### config.mk
export PLATFORM = sky130hd
export DESIGN_NAME = phy_frame_tx
export DESIGN_NICKNAME = d
export VERILOG_FILES = /design/src/rtl/tx_pkg.sv /design/src/rtl/tx_crc_step.sv /design/src/rtl/tx_datapath.sv /design/src/rtl/tx_ctrl.sv /design/src/rtl/phy_frame_tx.sv
export SDC_FILE = /design/constraint.sdc
export NUM_CORES = 1
export LEC_CHECK = 0
export ABC_CLOCK_PERIOD_IN_PS = 2190
export BUFFER_PORTS_ARGS = -buffer_cell sky130_fd_sc_hd__buf_4
export CAP_MARGIN = 20
export CORE_MARGIN = 4
export CORE_UTILIZATION = 35
export DETAILED_ROUTE_END_ITERATION = 8
export GPL_TIMING_DRIVEN = 0
export PLACE_DENSITY_LB_ADDON = 0.3
export SLEW_MARGIN = 5
export SYNTH_ARGS = -nofsm -noshare
export SYNTH_HDL_FRONTEND = slang
export SYNTH_SLANG_ARGS = --single-unit
### constraint.sdc
create_clock -name clk -period 2.19 [get_ports clk]
set_input_delay 0.1095 -clock clk [delete_from_list [all_inputs] [get_ports clk]]
set_output_delay 0.1095 -clock clk [all_outputs]
set_load 0.02 [all_outputs]
### src/rtl/tx_pkg.sv
package tx_pkg;
  localparam int BYTE_W = 8;
  localparam int SYM_W  = BYTE_W / 2;
  localparam int LEN_W  = BYTE_W - 1;
  localparam int CRC_W  = 16;
  localparam int SYNC_W = 16;

  typedef enum logic [2:0] {
    ST_IDLE, ST_PRE, ST_SFD, ST_LEN, ST_PAY, ST_FCS_LO, ST_FCS_HI
  } txState_t;

  typedef enum logic [2:0] {
    SRC_ZERO, SRC_SYNC, SRC_LEN, SRC_PAY, SRC_CRC_LO, SRC_CRC_HI
  } byteSrc_t;

  // strobes from control to datapath
  typedef struct packed {
    logic     load;      // capture a new current byte
    byteSrc_t src;       // where the new byte comes from
    logic     hiNib;     // symbol select: 0 low nibble, 1 high nibble
    logic     crcClear;  // restart the check register
  } dpCtrl_t;
endpackage

### src/rtl/tx_crc_step.sv
module tx_crc_step #(
  parameter int CRC_W  = 16,
  parameter int DATA_W = 8,
  parameter logic [CRC_W-1:0] POLY = 16'h8408
) (
  input  logic [CRC_W-1:0]  crcIn,
  input  logic [DATA_W-1:0] dataIn,
  output logic [CRC_W-1:0]  crcOut
);
  logic [CRC_W-1:0] stage [0:DATA_W];

  assign stage[0] = crcIn;

  // one reflected shift per data bit, LSB of the byte first
  for (genvar g = 0; g < DATA_W; g++) begin : g_bit
    logic fb;
    assign fb = stage[g][0] ^ dataIn[g];
    assign stage[g+1] = (stage[g] >> 1) ^ ({CRC_W{fb}} & POLY);
  end

  assign crcOut = stage[DATA_W];
endmodule

### src/rtl/tx_datapath.sv
module tx_datapath
  import tx_pkg::*;
#(
  parameter logic [CRC_W-1:0] CRC_POLY = 16'h8408
) (
  input  logic                clk,
  input  logic                rst_n,
  input  dpCtrl_t             dp,
  input  logic [SYNC_W-1:0]   syncWord,
  input  logic [BYTE_W-1:0]   bufData,
  output logic [SYM_W-1:0]    symData
);
  logic [BYTE_W-1:0] curByte;
  logic [BYTE_W-1:0] nextByte;
  logic [CRC_W-1:0]  crcReg;
  logic [CRC_W-1:0]  crcNext;

  tx_crc_step #(.CRC_W(CRC_W), .DATA_W(BYTE_W), .POLY(CRC_POLY)) u_step (
    .crcIn (crcReg),
    .dataIn(bufData),
    .crcOut(crcNext)
  );

  always_comb begin
    unique case (dp.src)
      SRC_SYNC:   nextByte = syncWord[SYNC_W-1 -: BYTE_W];
      SRC_LEN:    nextByte = {1'b0, bufData[LEN_W-1:0]};
      SRC_PAY:    nextByte = bufData;
      SRC_CRC_LO: nextByte = crcReg[BYTE_W-1:0];
      SRC_CRC_HI: nextByte = crcReg[CRC_W-1 -: BYTE_W];
      default:    nextByte = '0;
    endcase
  end

  always_ff @(posedge clk or negedge rst_n) begin
    if (!rst_n) begin
      curByte <= '0;
      crcReg  <= '0;
    end else begin
      if (dp.load) curByte <= nextByte;
      if (dp.crcClear) crcReg <= '0;
      else if (dp.load && dp.src == SRC_PAY) crcReg <= crcNext;
    end
  end

  assign symData = dp.hiNib ? curByte[BYTE_W-1 -: SYM_W] : curByte[SYM_W-1:0];

  // the check register only moves while payload is being loaded
  a_r7_crc_frozen: assert property (@(posedge clk) disable iff (!rst_n)
    (dp.load && (dp.src == SRC_CRC_LO)) |=> $stable(crcReg));
endmodule

### src/rtl/tx_ctrl.sv
module tx_ctrl
  import tx_pkg::*;
#(
  parameter int PRE_W = 4
) (
  input  logic             clk,
  input  logic             rst_n,
  input  logic             startReq,
  input  logic [PRE_W-1:0] preambleCode,
  input  logic             bufAvail,
  input  logic [LEN_W-1:0] lenField,
  input  logic             symReady,
  output dpCtrl_t          dp,
  output logic             symValid,
  output logic             bufPop,
  output logic             sfdSent,
  output logic             frameDone,
  output logic             underflow
);
  txState_t         state, stateNext;
  logic             hiNib;
  logic [PRE_W-1:0] preCnt, preNext;
  logic [LEN_W-1:0] payCnt, payNext;
  logic             fire, byteEnd, accept;
  logic             load, crcClear, popEv, uflowEv, sfdEv, doneEv;
  byteSrc_t         src;

  assign symValid = (state != ST_IDLE);
  assign fire     = symValid & symReady;
  assign byteEnd  = fire & hiNib;
  assign accept   = (state == ST_IDLE) & startReq;

  always_comb begin
    stateNext = state;
    preNext   = preCnt;
    payNext   = payCnt;
    load      = 1'b0;
    src       = SRC_ZERO;
    crcClear  = 1'b0;
    popEv     = 1'b0;
    uflowEv   = 1'b0;
    sfdEv     = 1'b0;
    doneEv    = 1'b0;
    unique case (state)
      ST_IDLE: if (startReq) begin
        stateNext = ST_PRE;
        load      = 1'b1;
        crcClear  = 1'b1;
        preNext   = preambleCode;
      end
      ST_PRE: if (byteEnd) begin
        load = 1'b1;
        if (preCnt == '0) begin
          stateNext = ST_SFD;
          src       = SRC_SYNC;
        end else begin
          preNext = preCnt - PRE_W'(1);
        end
      end
      ST_SFD: if (byteEnd) begin
        sfdEv = 1'b1;
        if (bufAvail) begin
          stateNext = ST_LEN;
          load      = 1'b1;
          src       = SRC_LEN;
          popEv     = 1'b1;
          payNext   = (lenField < LEN_W'(2)) ? '0 : lenField - LEN_W'(2);
        end else begin
          stateNext = ST_IDLE;
          uflowEv   = 1'b1;
        end
      end
      ST_LEN, ST_PAY: if (byteEnd) begin
        if (payCnt == '0) begin
          stateNext = ST_FCS_LO;
          load      = 1'b1;
          src       = SRC_CRC_LO;
        end else if (bufAvail) begin
          stateNext = ST_PAY;
          load      = 1'b1;
          src       = SRC_PAY;
          popEv     = 1'b1;
          payNext   = payCnt - LEN_W'(1);
        end else begin
          stateNext = ST_IDLE;
          uflowEv   = 1'b1;
        end
      end
      ST_FCS_LO: if (byteEnd) begin
        stateNext = ST_FCS_HI;
        load      = 1'b1;
        src       = SRC_CRC_HI;
      end
      ST_FCS_HI: if (byteEnd) begin
        stateNext = ST_IDLE;
        doneEv    = 1'b1;
      end
      default: stateNext = ST_IDLE;
    endcase
  end

  always_ff @(posedge clk or negedge rst_n) begin
    if (!rst_n) begin
      state     <= ST_IDLE;
      hiNib     <= 1'b0;
      preCnt    <= '0;
      payCnt    <= '0;
      sfdSent   <= 1'b0;
      frameDone <= 1'b0;
      underflow <= 1'b0;
    end else begin
      state     <= stateNext;
      preCnt    <= preNext;
      payCnt    <= payNext;
      if (fire) hiNib <= ~hiNib;
      sfdSent   <= sfdEv;
      frameDone <= doneEv;
      if (accept) underflow <= 1'b0;
      else if (uflowEv) underflow <= 1'b1;
    end
  end

  assign bufPop = popEv;
  assign dp     = '{load: load, src: src, hiNib: hiNib, crcClear: crcClear};

  a_r5_pop_needs_data: assert property (@(posedge clk) disable iff (!rst_n)
    bufPop |-> bufAvail);
  a_r8_valid_hold: assert property (@(posedge clk) disable iff (!rst_n)
    (symValid && !symReady) |=> symValid);
  a_r10_idle_at_done: assert property (@(posedge clk) disable iff (!rst_n)
    frameDone |-> !symValid);
  a_r11_uflow_ends_frame: assert property (@(posedge clk) disable iff (!rst_n)
    $rose(underflow) |-> (!symValid && !frameDone));
  a_r9_pulses_apart: assert property (@(posedge clk) disable iff (!rst_n)
    !(sfdSent && frameDone));
  a_r1_busy_ignores_start: assert property (@(posedge clk) disable iff (!rst_n)
    (symValid && !fire) |=> (symValid && $stable(hiNib)));
endmodule

### src/rtl/phy_frame_tx.sv
module phy_frame_tx
  import tx_pkg::*;
#(
  parameter int PRE_W = 4,
  parameter logic [CRC_W-1:0] CRC_POLY = 16'h8408
) (
  input  logic              clk,
  input  logic              rst_n,
  input  logic              startReq,
  input  logic [PRE_W-1:0]  preambleCode,
  input  logic [SYNC_W-1:0] syncWord,
  input  logic              bufAvail,
  input  logic [BYTE_W-1:0] bufData,
  output logic              bufPop,
  output logic [SYM_W-1:0]  symData,
  output logic              symValid,
  input  logic              symReady,
  output logic              sfdSent,
  output logic              frameDone,
  output logic              underflow
);
  dpCtrl_t dp;

  tx_ctrl #(.PRE_W(PRE_W)) u_ctrl (
    .clk         (clk),
    .rst_n       (rst_n),
    .startReq    (startReq),
    .preambleCode(preambleCode),
    .bufAvail    (bufAvail),
    .lenField    (bufData[LEN_W-1:0]),
    .symReady    (symReady),
    .dp          (dp),
    .symValid    (symValid),
    .bufPop      (bufPop),
    .sfdSent     (sfdSent),
    .frameDone   (frameDone),
    .underflow   (underflow)
  );

  tx_datapath #(.CRC_POLY(CRC_POLY)) u_dp (
    .clk     (clk),
    .rst_n   (rst_n),
    .dp      (dp),
    .syncWord(syncWord),
    .bufData (bufData),
    .symData (symData)
  );

  a_r8_data_hold: assert property (@(posedge clk) disable iff (!rst_n)
    (symValid && !symReady) |=> $stable(symData));
endmodule

==> metrics.md <==
| Metric | Value |
|---|---|
| Top cells by count, synth | 63 x nand2_1, 42 x dfrtp_1, 27 x o21ai_0, 16 x xor2_1, 14 x nor2_1 |
| CP max stage cell | or4b_4 |
| Startpoint Class | register |
| Residual DRC count | 0 |
| Reg2reg path depth | 7 |
| Max H-tree Level | 2 |
| Initial Util | 36.2% |
| Syn Nets | 343 |
| Crit Path Max Fanout | 10 |
| Layout cells sized above 1 | roughly 22% |
| Post-synth ARST share | 100% |
| Worst Setup SP | u_ctrl.payCnt[1]$_DFFE_PN0P_ |
| Arrival time worst endpoint | 2.01 ns |
| Synthesis-stage register bit count | 42 |
| Fin. Hold Viols | 0 |
| Main combinational cell family by area after synthesis | simple AND/OR/NAND/NOR gates |
| Critical path, cell by cell | inv_2 > ha_4 > or4b_4 > nor3_4 > o2bb2ai_4 > buf_6 > buf_4 |
| First-pass GRT wire length | roughly 11000 um |
| Placed instance area | 3010 um2 |
| Cell Area, Synth | 2640 um2 |
| Max Cap Viol | 0 |
| Number of global-route vias before repair | ~2200 |
| Cell internal pwr | 2.36 mW |
| Mapped Cells | approximately 300 |
| Die area | roughly 9000 um2 |
| Unrepaired setup endpoints after global routing | true |
| Global Route Usage Sum | roughly 16% |
| Fillers | between 700 and 800 |
| N_diodes | 0 |
| Multiplexer area fraction after synthesis | ~2.5% |
| Initial DRC Count | roughly 130 |
| Reg-to-reg endpoint | u_ctrl.preCnt[0]$_DFFE_PN0P_ |
| Sequential share of power | 31.9% |
| R2r setup slk | ~0.15 ns |
| # IOs | 42 |
| Final period util | 96.6% |
| Fin area | ~3200 um2 |
| Status | complete, no violations |
| Area grow syn2layout | 22.9% |
| Required @ worst endpoint | 2.08 ns |
| Die H | about 95 um |
| Max incr delay on CP | 0.48 ns |
| Pleak | between 1 and 1.5 nW |
| Clk sinks | 42 |
| Post-DP HPWL | 4880 um |
| Worst min-delay path class | primary input to register |
| Reg2reg start | u_ctrl.preCnt[0]$_DFFE_PN0P_ |
| Vias per inst | 5.27 |
| IO buf count | 32 |
| Post-Synth Simple-Gate Area | a little under a quarter |
| Worst-margin pin slew | between 0.6 and 0.7 ns |
| Switching portion of total power | ~44% |
| Crit end category | primary output |
| Worst slew margin | between 50% and 60% |
| Routed WL | approximately 7000 um |
| Average instance area after synthesis | between 8 and 9 um2 |
| Final setup vio count | 0 |
| Synth Area in Compound Gates | between 10% and 20% |
| Worst Skew | 0.00410 ns |
| Post-route minimum period | 2.11 ns |
| GRT overflow | 0 |
| Clock power share | ~15% |
| GPL Wtd Cong | 0.849 |
| Clock Tree Root | clkbuf_8 |
| CP Capture Point | bufPop |
| Vias | approximately 2400 |
| Largest cells by area after synthesis | dfrtp_1 40%, nand2_1 8.9%, xor2_1 5.3% |
| Core Area | around 7300 um2 |
| Pwr Density | between 1000 and 1500 nW/um2 |
| Maximum clock rate | around 470 MHz |
| Post-route core utilization | between 40 and 50% |
| Row count | 31 |
| TritonCTS clock tree | built |
| Most common cell in the synthesized netlist | nand2_1 |
| Post-Synth Adder-Cell Area | 1.89% |
| Clock Latency Late Sink | about 0.3 ns |
| Area leader, netlist | dfrtp_1 |
| Largest net degree at the start of global routing | 43 |
| Top cell type's share of synthesized area | between 30% and 40% |
| Post-synthesis sequential area ratio | between 30% and 40% |
| Peak VDD IR | 0.501 mV |
| Synth warn | 0 |
| Final Max Tran Viols | 0 |
| Comb pwr share | 52.8% |
| Chip width | 94.9 um |
| Pre-Repair DR Iteration Count | 5 |
| Crit Path Class | register to primary output |
| Sw power | approximately 1.9 mW |
| Remaining antenna violation count | 0 |
| Synth unique cells | a little over 50 |
| Post-Synth XOR/XNOR Area | 9.28% |
| Number of synthesized flops with an enable pin | 0 |
| Most common flop cell mapped by yosys | dfrtp_1 |
| Initial antenna violation count | 0 |
| Clock transition at path regs | around 0.09 ns |
| Clock buffer depth | 2 |
| Mean routed wirelength per cell | 15.4 um |
| CTS buffer count | 5 |
| Final net count | slightly below 400 |
[area by class of cell]
| cell class | instances | area [um2] | share of cell area (%) |
|---|---|---|---|
| Buffer | 17 | 92.6 | 2.85 |
| Clock buffer | 5 | 68.8 | 2.12 |
| Clock inverter | 3 | 45.0 | 1.39 |
| Inverter | 12 | 45.0 | 1.39 |
| Multi-Input combinational cell | 235 | 1530 | 47.0 |
| Sequential cell | 42 | 1050 | 32.4 |
| Tap cell | 99 | 124 | 3.82 |
| Timing Repair Buffer | 39 | 295 | 9.09 |
[cell families after synthesis]
group	after synthesis
adder cells (fa/ha/maj)	4
flip-flops	42
AND/OR/NAND/NOR	121
AO/OA/AOI/OAI	76
XOR/XNOR	28
buffers and inverters	29
multiplexers	6
[placed cells by master, fill, tap and decap left out, types with 3 or more instances in the layout]
cell type | netlist | layout
a21oi_1 | 9 | 9
o21a_1 | 3 | 3
a22oi_1 | 8 | 8
o21ai_1 | 3 | 3
dfrtp_1 | 42 | 42
nand4_1 | 8 | 8
buf_2 | 8 | 7
clkbuf_1 | 4 | 4
xnor2_1 | 12 | 12
nor2_1 | 14 | 14
inv_1 | 12 | 10
mux2_2 | 4 | 4
buf_4 | 1 | 39
nor3_4 | 1 | 3
nor3_1 | 10 | 8
nor3b_1 | 3 | 3
xor2_1 | 16 | 16
o21ai_0 | 27 | 27
nand2_1 | 63 | 63
a22o_1 | 5 | 5
nand2b_1 | 3 | 3
clkbuf_8 | 0 | 5
ha_1 | 4 | 3
nand3_1 | 6 | 6
o22ai_1 | 5 | 5
[registers in the layout, indices dropped and copies added (netlist names)]
signal and cells:
u_dp.crcReg 16, u_dp.curByte 8, u_ctrl.payCnt 7, u_ctrl.preCnt 4, u_ctrl.state 3, u_ctrl.frameDone 1, u_ctrl.hiNib 1, u_ctrl.sfdSent 1
u_ctrl.underflow 1
[metrics by stage]
stage               hold WS, ns  total power [mW]  setup slack [ns]  instances    TNS, ns
floorplan                -0.186              2.85             0.309        306          0
global placement          0.138              3.35            -0.241        437      -1.45
detailed placement        0.142              3.39            -0.233        437      -1.52
CTS                      0.0403              4.18           0.00350        450          0
global route             0.0514              4.55         -0.000454        452  -0.000454
finish                   0.0417              4.23            0.0752        452          0
[power groups by stage]
stage | Combinational [mW] | Clock, mW | Sequential [mW]
6_report | 2.23 | 0.646 | 1.35
5_1_grt | 2.47 | 0.693 | 1.38
2_1_floorplan | 1.55 | 0 | 1.30
3_3_place_gp | 2.00 | 0 | 1.35
3_5_place_dp | 2.03 | 0 | 1.36
4_1_cts | 2.18 | 0.659 | 1.34
[per-layer routing]
layer | GRT usage (%) | vias to the layer above | routed length, um
li1 | - | 1167 | -
met1 | 22.1 | 1131 | 3120
met2 | 25.9 | 77 | 3430
met3 | 3.03 | 7 | 326
met4 | 3.97 | 0 | 91
met5 | 0 | - | 0
[repair_timing]
action	CTS	global route
setup buffers	4	2
resized for setup	9	4
cloned	0	0
endpoints found under the setup margin	9	10
hold buffers	1	0
endpoints found under the hold margin	42	0
pin swaps	2	1
[worst min path at each step]
stage / from / endpoint / slack [ns] / cells past startpoint
global route: syncWord[8] / u_dp.curByte[0]$_DFFE_PN0P_ / 0.05 / 3
finish: preambleCode[0] / u_ctrl.preCnt[0]$_DFFE_PN0P_ / 0.04 / 3
global placement: rst_n / u_dp.curByte[0]$_DFFE_PN0P_ / 0.14 / 1
CTS: preambleCode[0] / u_ctrl.preCnt[0]$_DFFE_PN0P_ / 0.04 / 3
detailed placement: rst_n / u_dp.curByte[0]$_DFFE_PN0P_ / 0.14 / 1
floorplan: rst_n / u_ctrl.frameDone$_DFF_PN0_ / -0.19 / 0
[critical path, delay by kind of cell, from the launching register on]
kind / cells / cell delay [ns]
flops: 1 / 0.40
buf+inv: 3 / 0.39
compound gates: 1 / 0.10
fa+ha+maj: 1 / 0.14
simple gates: 2 / 0.66
No activity file was read; power rests on OpenSTA's default activity.
